<file path="config.mk">
export PLATFORM = sky130hd
export DESIGN_NAME = shdn_wake_ctrl
export DESIGN_NICKNAME = d
export VERILOG_FILES = /design/src/rtl/shdn_wake_ctrl.sv
export SDC_FILE = /design/constraint.sdc
export NUM_CORES = 1
export LEC_CHECK = 0
export ABC_AREA = 1
export BUFFER_PORTS_ARGS = -buffer_cell sky130_fd_sc_hd__buf_2
export CORE_ASPECT_RATIO = 1.4
export CORE_MARGIN = 2
export CORE_UTILIZATION = 41
export DETAILED_ROUTE_END_ITERATION = 7
export PLACE_DENSITY_LB_ADDON = 0.15
export SYNTH_ARGS = -nofsm -noshare
export SYNTH_HDL_FRONTEND = slang
export SYNTH_SLANG_ARGS = --single-unit
</file>
<file path="constraint.sdc">
create_clock -name clk -period 2 [get_ports clk]
set_input_delay 0.2 -clock clk [delete_from_list [all_inputs] [get_ports clk]]
set_output_delay 0.2 -clock clk [all_outputs]
set_load 0.01 [all_outputs]
</file>
<file path="src/rtl/shdn_wake_ctrl.sv">
module shdn_wake_ctrl #(
  parameter int ENTRY_CYC = 4,
  parameter int RST_CYC   = 8,
  parameter int DB_T1     = 3,
  parameter int DB_T2     = 32,
  parameter int DB_T3     = 512,
  parameter int DB_T4     = 4096
) (
  input  logic       clk,
  input  logic       rst_n,
  input  logic       bus_wr,
  input  logic       bus_rd,
  input  logic [1:0] bus_addr,
  input  logic [7:0] bus_wdata,
  output logic [7:0] bus_rdata,
  input  logic       wake_pin,
  input  logic       rtc_alarm,
  output logic       supply_off,
  output logic       core_rst
);
  localparam int CW   = $clog2(DB_T4 + 1);
  localparam int PMAX = (ENTRY_CYC > RST_CYC) ? ENTRY_CYC : RST_CYC;
  localparam int PW   = $clog2(PMAX + 1);

  typedef enum logic [1:0] {S_RUN = 2'd0, S_ENTER = 2'd1, S_OFF = 2'd2, S_RST = 2'd3} st_t;

  st_t           state;
  logic [PW-1:0] ph_cnt;
  logic [5:0]    cfg;
  logic [1:0]    status_q;
  logic [1:0]    pin_sync;
  logic          pin_db;
  logic [CW-1:0] db_cnt;
  logic [CW-1:0] db_lim;
  logic          alarm_q;

  wire cfg_pin_en   = cfg[0];
  wire cfg_alarm_en = cfg[1];
  wire cfg_pol      = cfg[2];
  wire pin_s        = pin_sync[1];
  wire pin_take     = (pin_s != pin_db) && (db_cnt == db_lim);
  wire pin_fire     = pin_take && (pin_s == cfg_pol) && cfg_pin_en;
  wire alarm_fire   = rtc_alarm && !alarm_q && cfg_alarm_en;
  wire sleeping     = (state == S_ENTER) || (state == S_OFF);
  wire wake         = sleeping && (pin_fire || alarm_fire);
  wire cmd_off      = bus_wr && (bus_addr == 2'd0) && bus_wdata[0] && (state == S_RUN);
  wire cfg_wr       = bus_wr && (bus_addr == 2'd1) && (state == S_RUN);
  wire stat_rd      = bus_rd && (bus_addr == 2'd2);
  logic unused_wdata;
  assign unused_wdata = ^bus_wdata[7:6];

  always_comb begin
    case (cfg[5:3])
      3'd0:    db_lim = '0;
      3'd1:    db_lim = CW'(DB_T1);
      3'd2:    db_lim = CW'(DB_T2);
      3'd3:    db_lim = CW'(DB_T3);
      default: db_lim = CW'(DB_T4);
    endcase
  end

  always_ff @(posedge clk or negedge rst_n) begin
    if (!rst_n) begin
      pin_sync <= '0;
      pin_db   <= 1'b0;
      db_cnt   <= '0;
      alarm_q  <= 1'b0;
    end else begin
      pin_sync <= {pin_sync[0], wake_pin};
      alarm_q  <= rtc_alarm;
      if (pin_take) begin
        pin_db <= pin_s;
        db_cnt <= '0;
      end else if (pin_s != pin_db) begin
        db_cnt <= db_cnt + 1'b1;
      end else begin
        db_cnt <= '0;
      end
    end
  end

  always_ff @(posedge clk or negedge rst_n) begin
    if (!rst_n) begin
      state  <= S_RUN;
      ph_cnt <= '0;
    end else begin
      case (state)
        S_RUN:
          if (cmd_off) begin
            state  <= S_ENTER;
            ph_cnt <= '0;
          end
        S_ENTER:
          if (wake) begin
            state  <= S_RST;
            ph_cnt <= '0;
          end else if (ph_cnt == PW'(ENTRY_CYC - 1)) begin
            state  <= S_OFF;
          end else begin
            ph_cnt <= ph_cnt + 1'b1;
          end
        S_OFF:
          if (wake) begin
            state  <= S_RST;
            ph_cnt <= '0;
          end
        default:
          if (ph_cnt == PW'(RST_CYC - 1)) begin
            state  <= S_RUN;
            ph_cnt <= '0;
          end else begin
            ph_cnt <= ph_cnt + 1'b1;
          end
      endcase
    end
  end

  always_ff @(posedge clk or negedge rst_n) begin
    if (!rst_n) begin
      cfg      <= '0;
      status_q <= '0;
    end else begin
      if (cfg_wr) cfg <= bus_wdata[5:0];
      if (wake) status_q <= {alarm_fire, pin_fire};
      else if (stat_rd) status_q <= '0;
    end
  end

  always_comb begin
    case (bus_addr)
      2'd1:    bus_rdata = {2'b00, cfg};
      2'd2:    bus_rdata = {6'b0, status_q};
      default: bus_rdata = 8'h00;
    endcase
  end

  assign supply_off = (state == S_OFF);
  assign core_rst   = (state == S_RST);
endmodule

</file>
==> metrics.md, run 1 <==
| Metric | Value |
|---|---|
| Clock slew at reported path FFs | `0.06 ns` |
| Share of flip-flops with an asynchronous set or reset after synthesis | `1.00` |
| Largest vdd supply drop | `between 0.0005 and 0.0006 V` |
| Final instance area | `2180 um^2` |
| Number of ports placed on the die boundary | `26` |
| Later-pin clock latency in the skew report | `0.28 ns` |
| Area added between synthesis and finish | `14.2%` |
| Data arrival time of the worst path | `approximately 1.9 ns` |
| Unrepaired setup endpoints after global routing | `no` |
| Internal power summed over all cells | `between 1 and 1.5 mW` |
| Switching power of the nets | `between 1 and 1.5 mW` |
| Yosys reg bits | `31` |
| Share of the synthesized area in the top cell type | `0.406` |
| Post-route worst hold slack | `-0.0262 ns` |
| # diodes | `0` |
| Global-route wire length before repair | `around 6.6 mm` |
| CP Launch Type | `flop` |
| Placed Cells incl. Taps | `approximately 330` |
| Synth Area in Adders | `0.0655` |
| Part of the total power dissipated in sequential elements | `0.371` |
| Count of unique library cells instantiated by Yosys | `29` |
| Minimum period implied by the final worst setup slack | `~1.7 ns` |
| Placer congestion estimate | `0.828` |
| Class of the tightest hold or removal check | `primary input to asynchronous set/reset pin` |
| Core Util, Final | `0.485` |
| Number of design-rule violations left by the first detailed-router iteration | `50` |
| Core Box Area | `roughly 4500 um^2` |
| Vias after detailed routing | `approximately 1600` |
| Critical setup path kind | `flop to flop` |
| Slowest stage cell on the critical path | `sky130_fd_sc_hd__dfrtp_1` |
| Finished Layout Cells | `336` |
| Power share of the clock group | `0.194` |
| Mux cell area share after synthesis | `0.0236` |
| Die area | `between 5000 and 6000 um^2` |
| Detail Route Antenna Nets | `0` |
| Final setup violation count | `0` |
| Synthesized cell area | `1910 um^2` |
| Endpoint type of the worst setup path | `flop` |
| Dominant cell type by area after synthesis | `sky130_fd_sc_hd__dfrtp_1` |
| Ratio of cells with drive above 1 in the final layout | `0.201` |
| Outcome | `finished, violations left` |
| Resize count post-CTS | `0` |
| TritonCTS clock tree | `yes` |
| Post-synthesis xor/xnor area fraction | `0.0275` |
| Slew headroom | `0.507` |
| Fraction of the yosys area taken by sequential cells | `0.406` |
| Cell Chain, Critical Path | `inv_1, ha_1, inv_1, nor2_1, nand3_1, nand3_2, nand3_1, nand2_1, nand2_1` |
| Port Buffers | `21` |
| Number of buffers added by the clock tree synthesis step | `5` |
| Crit path max fanout | `6` |
| Worst setup path startpoint | `state[1]` |
| Placed Area | `2100 um^2` |
| Setup total negative slack | `0 ns` |
| Die X-Extent | `61.7 um` |
| Largest net degree at the start of global routing | `32` |
| Average detailed-routed wire length per instance | `around 11 um` |
| Most area-consuming cells after synthesis | `sky130_fd_sc_hd__dfrtp_1 (41%), sky130_fd_sc_hd__nand2_1 (11%), sky130_fd_sc_hd__inv_1 (6.9%), sky130_fd_sc_hd__ha_1 (6.6%), sky130_fd_sc_hd__nor2_1 (4.9%)` |
| Slew Limit Fails | `0` |
| Synthesized area divided by synthesized cell count | `slightly below 8 um^2` |
| CTS root buffer | `sky130_fd_sc_hd__clkbuf_8` |
| Number of antenna violations at the first check in global routing | `0` |
| Start of the worst register-to-register path | `state[1]` |
| Slew at the pin closest to its max-slew limit | `between 0.7 and 0.8 ns` |
| Post-Route Skew | `0.00644 ns` |
| Starting density of the core | `0.424` |
| Ratio of final minimum period to clock period | `0.864` |
| Most used cells in the layout excluding fill and tap cells | `sky130_fd_sc_hd__nand2_1 (57), sky130_fd_sc_hd__inv_1 (35), sky130_fd_sc_hd__dfrtp_1 (31), sky130_fd_sc_hd__nor2_1 (25), sky130_fd_sc_hd__buf_2 (21)` |
| Vias per cell | `approximately 4.7` |
| Number of clock sinks | `31` |
| Violations in the final reports | `hold timing` |
| Clock H-tree levels | `2` |
| Delay contributed by the slowest stage of the critical path | `roughly 0.34 ns` |
| Number of global-route vias before repair | `1531` |
| Number of inserted filler cells in the final layout | `~490` |
| Final number of hold-violating endpoints | `31` |
| Num rows | `29` |
| GR Overflow Total | `0` |
| EDFF count, synth | `0` |
| Die extent in y | `~85 um` |
| Most common cell after layout, fill and taps aside | `sky130_fd_sc_hd__nand2_1` |
| Compound-cell area share of the yosys netlist | `0.0668` |
| Detailed-router iteration count before antenna repair | `4` |
| NumNets Final | `299` |
| Setup Fix Bufs, Post-CTS | `0` |
| Portion of total power attributed to combinational logic | `0.435` |
| Switching part of the total | `0.413` |
| DP Wirelength | `2.96 mm` |
| GRT Util Overall | `0.168` |
| Crit path required time | `2.17 ns` |
| Leakage | `1.13 nW` |
| Cell count after synthesis | `244` |
| Synth Area in Simple Gates | `0.322` |
| Combinational family with the most area after synthesis | `simple AND/OR/NAND/NOR gates` |
| Reported max-cap violation count | `0` |
| Max Clock Freq | `between 0.5 and 0.6 GHz` |
| DRC errors left | `0` |
| Most used flip-flop cell after synthesis | `sky130_fd_sc_hd__dfrtp_1` |
| Post-CTS Hold Fix Bufs | `0` |
| Max Buffers Root-to-Sink | `2` |
| Wire length reported by the detailed router | `3.81 mm` |
| Number of warning messages in the yosys log | `0` |
| PD cells | `about 1100 nW/um^2` |
[cells in the mapped netlist (2+ instances only)]
| master | instances |
|---|---|
| sky130_fd_sc_hd__inv_1 | 35 |
| sky130_fd_sc_hd__xor2_1 | 2 |
| sky130_fd_sc_hd__o21ai_0 | 5 |
| sky130_fd_sc_hd__nor2_2 | 3 |
| sky130_fd_sc_hd__inv_2 | 4 |
| sky130_fd_sc_hd__nand3_1 | 14 |
| sky130_fd_sc_hd__xnor2_1 | 4 |
| sky130_fd_sc_hd__nand2_2 | 4 |
| sky130_fd_sc_hd__dfrtp_1 | 31 |
| sky130_fd_sc_hd__nor2_1 | 25 |
| sky130_fd_sc_hd__ha_1 | 10 |
| sky130_fd_sc_hd__o21bai_1 | 3 |
| sky130_fd_sc_hd__a21oi_1 | 11 |
| sky130_fd_sc_hd__nor2_4 | 4 |
| sky130_fd_sc_hd__o21ai_1 | 2 |
| sky130_fd_sc_hd__buf_4 | 2 |
| sky130_fd_sc_hd__nand3_2 | 3 |
| sky130_fd_sc_hd__nand2_1 | 57 |
| sky130_fd_sc_hd__nor3_1 | 7 |
| sky130_fd_sc_hd__nand4_1 | 6 |
| sky130_fd_sc_hd__mux2_2 | 4 |
[power by group through the flow]
stage / clock network (mW) / registers (mW) / logic [mW]
after floorplan: 0 / 0.904 / 0.794
after global placement: 0 / 0.917 / 1.05
after detailed placement: 0 / 0.916 / 1.07
after CTS: 0.493 / 0.905 / 1.08
after global routing: 0.526 / 0.930 / 1.22
final: 0.472 / 0.904 / 1.06
[critical path, delay by kind of cell, from the launching register on]
kind,cells,cell delay [ns]
AND/OR/NAND/NOR,6,0.85
flip-flops,1,0.34
adder cells (fa/ha/maj),1,0.29
buffers and inverters,2,0.14
[metrics by stage]
stage          power, mW  worst slack, ns  hold WS (ns)
2_1_floorplan       1.70            0.377       -0.0956
3_3_place_gp        1.97            0.292         0.308
3_5_place_dp        1.99            0.291         0.310
4_1_cts             2.47            0.262       0.00814
5_1_grt             2.67           0.0912        0.0125
6_report            2.43            0.272       -0.0262
[routing by layer]
metal,part of all wire,routed length [um],GRT usage
met5,0,0,0
met4,0.019,72,0.0619
met3,0.027,103,0.0385
met2,0.53,2020,0.297
met1,0.43,1620,0.188
[state kept, by name, indices dropped and copies added, names as in the netlist]
register and flops:
alarm_q 1, cfg 6, db_cnt 13, ph_cnt 4, pin_db 1, pin_sync 2
state 2, status_q 2
[cell type report]
| class | count | area [um^2] | share of cell area |
|---|---|---|---|
| tap | 62 | 77.6 | 0.0356 |
| multi-input combinational | 172 | 972 | 0.446 |
| clock inverter | 1 | 5.00 | 0.00229 |
| timing repair buffer | 24 | 128 | 0.0585 |
| clock buffer | 7 | 76.3 | 0.0350 |
| sequential | 31 | 776 | 0.356 |
| inverter | 39 | 146 | 0.0671 |
[cell families after synthesis]
logic type | Yosys count
simple gates | 127
buf+inv | 42
flops | 31
compound gates | 23
fa+ha+maj | 10
xor+xnor | 6
mux | 4
other cells | 1
[path summary, 6_finish.rpt]
| check | endpoint | slack [ns] | cells past startpoint |
|---|---|---|---|
| min in group clk | pin_sync[0] | 0.03 | 1 |
| worst min register to register | pin_sync[1] | 0.38 | 0 |
| worst max-delay path | ph_cnt[1] | 0.27 | 9 |
| worst min-delay path | db_cnt[4] | -0.03 | 1 |
| worst max register to register | ph_cnt[1] | 0.27 | 9 |
| max in group asynchronous | db_cnt[1] | 1.54 | 1 |
Note: power is estimated with default switching activity, not from simulation.
==> run 2, diff against run 1 <==
Clock period 2 ns to 1.77 ns, I/O delays scaled along.
==> metrics.md, run 2 (synthesized netlist as in run 1, its figures left out) <==
| Metric | Value |
|---|---|
| Outcome | `finished, final reports clean` |
| Flop-to-flop setup slack | `0.09 ns (-0.19 ns)` |
| Number of buffers added by the clock tree synthesis step | `5 (unchanged)` |
| Detailed-router iteration count before antenna repair | `4 (unchanged)` |
| Final number of hold-violating endpoints | `0 (-100%)` |
| Number of ports placed on the die boundary | `26 (unchanged)` |
| TritonCTS clock tree | `yes` |
| Die area | `5230 um^2 (unchanged)` |
| Endpoint type of the worst setup path | `flop` |
| # diodes | `0 (unchanged)` |
| Most used cells in the layout excluding fill and tap cells | `sky130_fd_sc_hd__nand2_1 (57), sky130_fd_sc_hd__inv_1 (34), sky130_fd_sc_hd__dfrtp_1 (30), sky130_fd_sc_hd__nor2_1 (21), sky130_fd_sc_hd__buf_2 (21)` |
| Startpoint of the lowest-slack hold path | `rtc_alarm` |
| Flip-flop count of the largest register after layout | `13 (unchanged)` |
| DP Wirelength | `2.94 mm (-0.49%)` |
| Post-Route Skew | `0.00854 ns (+0.00210 ns)` |
| Largest vdd supply drop | `0.000759 V (+32%)` |
| Reported max-cap violation count | `0 (unchanged)` |
| PD cells | `1230 nW/um^2 (+10%)` |
| Leakage | `1.19 nW (+5.3%)` |
| Slew at the pin closest to its max-slew limit | `0.718 ns (-0.0208 ns)` |
| Number of design-rule violations left by the first detailed-router iteration | `57 (+14%)` |
| CTS root buffer | `sky130_fd_sc_hd__clkbuf_8` |
| Setup total negative slack | `0 ns (unchanged)` |
| Placed Area | `2140 um^2 (+1.8%)` |
| Average detailed-routed wire length per instance | `11.2 um (-1.1%)` |
| GRT Util Overall | `0.174 (+0.00541)` |
| Number of antenna violations at the first check in global routing | `0 (unchanged)` |
| Starting density of the core | `0.424 (unchanged)` |
| Unrepaired setup endpoints after global routing | `yes` |
| Most common cell after layout, fill and taps aside | `sky130_fd_sc_hd__nand2_1` |
| Core Util, Final | `0.518 (+0.0336)` |
| Max Buffers Root-to-Sink | `2 (unchanged)` |
| Number of global-route vias before repair | `1655 (+8.1%)` |
| Die X-Extent | `61.7 um (unchanged)` |
| Final setup violation count | `0 (unchanged)` |
| GR Overflow Total | `0 (unchanged)` |
| Wire length reported by the detailed router | `3.88 mm (+1.8%)` |
| CP Launch Type | `flop` |
| Largest net degree at the start of global routing | `32 (unchanged)` |
| Sum of internal, switching and leakage power | `2.87 mW (+18%)` |
| Slew headroom | `0.521 (+0.0139)` |
| Port Buffers | `21 (unchanged)` |
| Critical setup path kind | `flop to flop` |
| Max Clock Freq | `0.594 GHz (+2.6%)` |
| Start of the worst register-to-register path | `db_cnt[0]` |
| Ratio of final minimum period to clock period | `0.951 (+0.0875)` |
| Cells on Worst Hold Path | `1` |
| Largest reg by FF count | `db_cnt` |
| Area added between synthesis and finish | `22.1%` |
| Placer congestion estimate | `0.827 (-0.17%)` |
| Vias per cell | `4.73 (+0.94%)` |
| Crit path required time | `1.95 ns (-0.22 ns)` |
| Ratio of cells with drive above 1 in the final layout | `0.268 (+0.0669)` |
| Worst setup path startpoint | `db_cnt[0]` |
| Crit path max fanout | `4 (-2)` |
| Core Box Area | `4500 um^2 (unchanged)` |
| Clock slew at reported path FFs | `0.07 ns (about the same)` |
| Detail Route Antenna Nets | `0 (unchanged)` |
| Vias after detailed routing | `1635 (+3.9%)` |
| Biggest regs | `db_cnt x13, cfg x6, ph_cnt x4` |
| Final instance area | `2330 um^2 (+6.9%)` |
| NumNets Final | `310 (+3.7%)` |
| R2r worst-path depth | `10 (+1)` |
| Global-route wire length before repair | `6.84 mm (+4.2%)` |
| Minimum period implied by the final worst setup slack | `1.68 ns (-0.0439 ns)` |
| Capture endpoint of the worst hold path | `alarm_q` |
| Number of clock sinks | `31 (unchanged)` |
| RR Endpoint | `db_cnt[10]` |
| Data arrival time of the worst path | `1.86 ns (-0.03 ns)` |
| Die extent in y | `84.7 um (unchanged)` |
| Clock H-tree levels | `2 (unchanged)` |
| Num rows | `29 (unchanged)` |
| Later-pin clock latency in the skew report | `0.29 ns (about the same)` |
| Class of the tightest hold or removal check | `primary input to flop` |
| DRC errors left | `0 (unchanged)` |
| Slew Limit Fails | `0 (unchanged)` |
run 2: cell type report:
type / instances / area (um^2)
clock inverters: 1 / 5.00
clock buffers: 6 / 82.6
flip-flops and latches: 31 / 777
repair buffers: 35 / 219
multi-input cells: 172 / 1020
inverters: 39 / 146
fillers: 456 / 2170
well taps: 62 / 77.6
run 2: layer usage:
metal | vias up | GRT usage | routed length [um]
li1 | 848 | - | -
met5 | - | 0 | 0
met4 | 0 | 0.0696 | 71
met1 | 757 | 0.198 | 1580
met3 | 6 | 0.0370 | 137
met2 | 24 | 0.301 | 2100
run 2: where the power goes:
group          switching, mW  total, mW  leakage (nW)  internal [mW]
registers              0.155       1.03         0.399          0.879
clock network          0.263      0.567        0.0470          0.305
logic                  0.769       1.27         0.745          0.500
total                   1.19       2.87          1.19           1.68
run 2: critical path, cell delays in order, from the launching register on:
cell and delay, ns:
sky130_fd_sc_hd__dfrtp_1 0.39, sky130_fd_sc_hd__ha_2 0.20, sky130_fd_sc_hd__inv_2 0.04, sky130_fd_sc_hd__nor2_4 0.09, sky130_fd_sc_hd__nand3_2 0.09, sky130_fd_sc_hd__or2_4 0.27
sky130_fd_sc_hd__nor2_4 0.15, sky130_fd_sc_hd__nand3_4 0.10, sky130_fd_sc_hd__buf_4 0.15, sky130_fd_sc_hd__nand3_1 0.06, sky130_fd_sc_hd__a21oi_1 0.04
run 2: how the worst max path moves through the flow:
stage / depth (start not counted) / to / slack [ns]
after floorplan: 9 / ph_cnt[2] / 0.15
after global placement: 9 / ph_cnt[0] / 0.08
after detailed placement: 9 / ph_cnt[1] / 0.05
after CTS: 9 / ph_cnt[1] / 0.03
after global routing: 10 / db_cnt[12] / -0.03
final: 10 / db_cnt[10] / 0.09
run 2: repair_timing:
item | 4_1_cts | 5_1_grt
buffers inserted | 0 | 4
resized for setup | 0 | 16
hold buffers | 2 | 0
endpoints found under the setup margin | 0 | 10
hold endpoints to repair | 32 | 0
run 2: through the flow:
step / std cells / worst slack [ns] / hold WS [ns]
global route: 346 / -0.0346 / 0.0436
global placement: 333 / 0.0787 / 0.279
CTS: 342 / 0.0284 / 0.00605
floorplan: 245 / 0.147 / -0.119
detailed placement: 333 / 0.0488 / 0.279
finish: 346 / 0.0859 / 0.0434
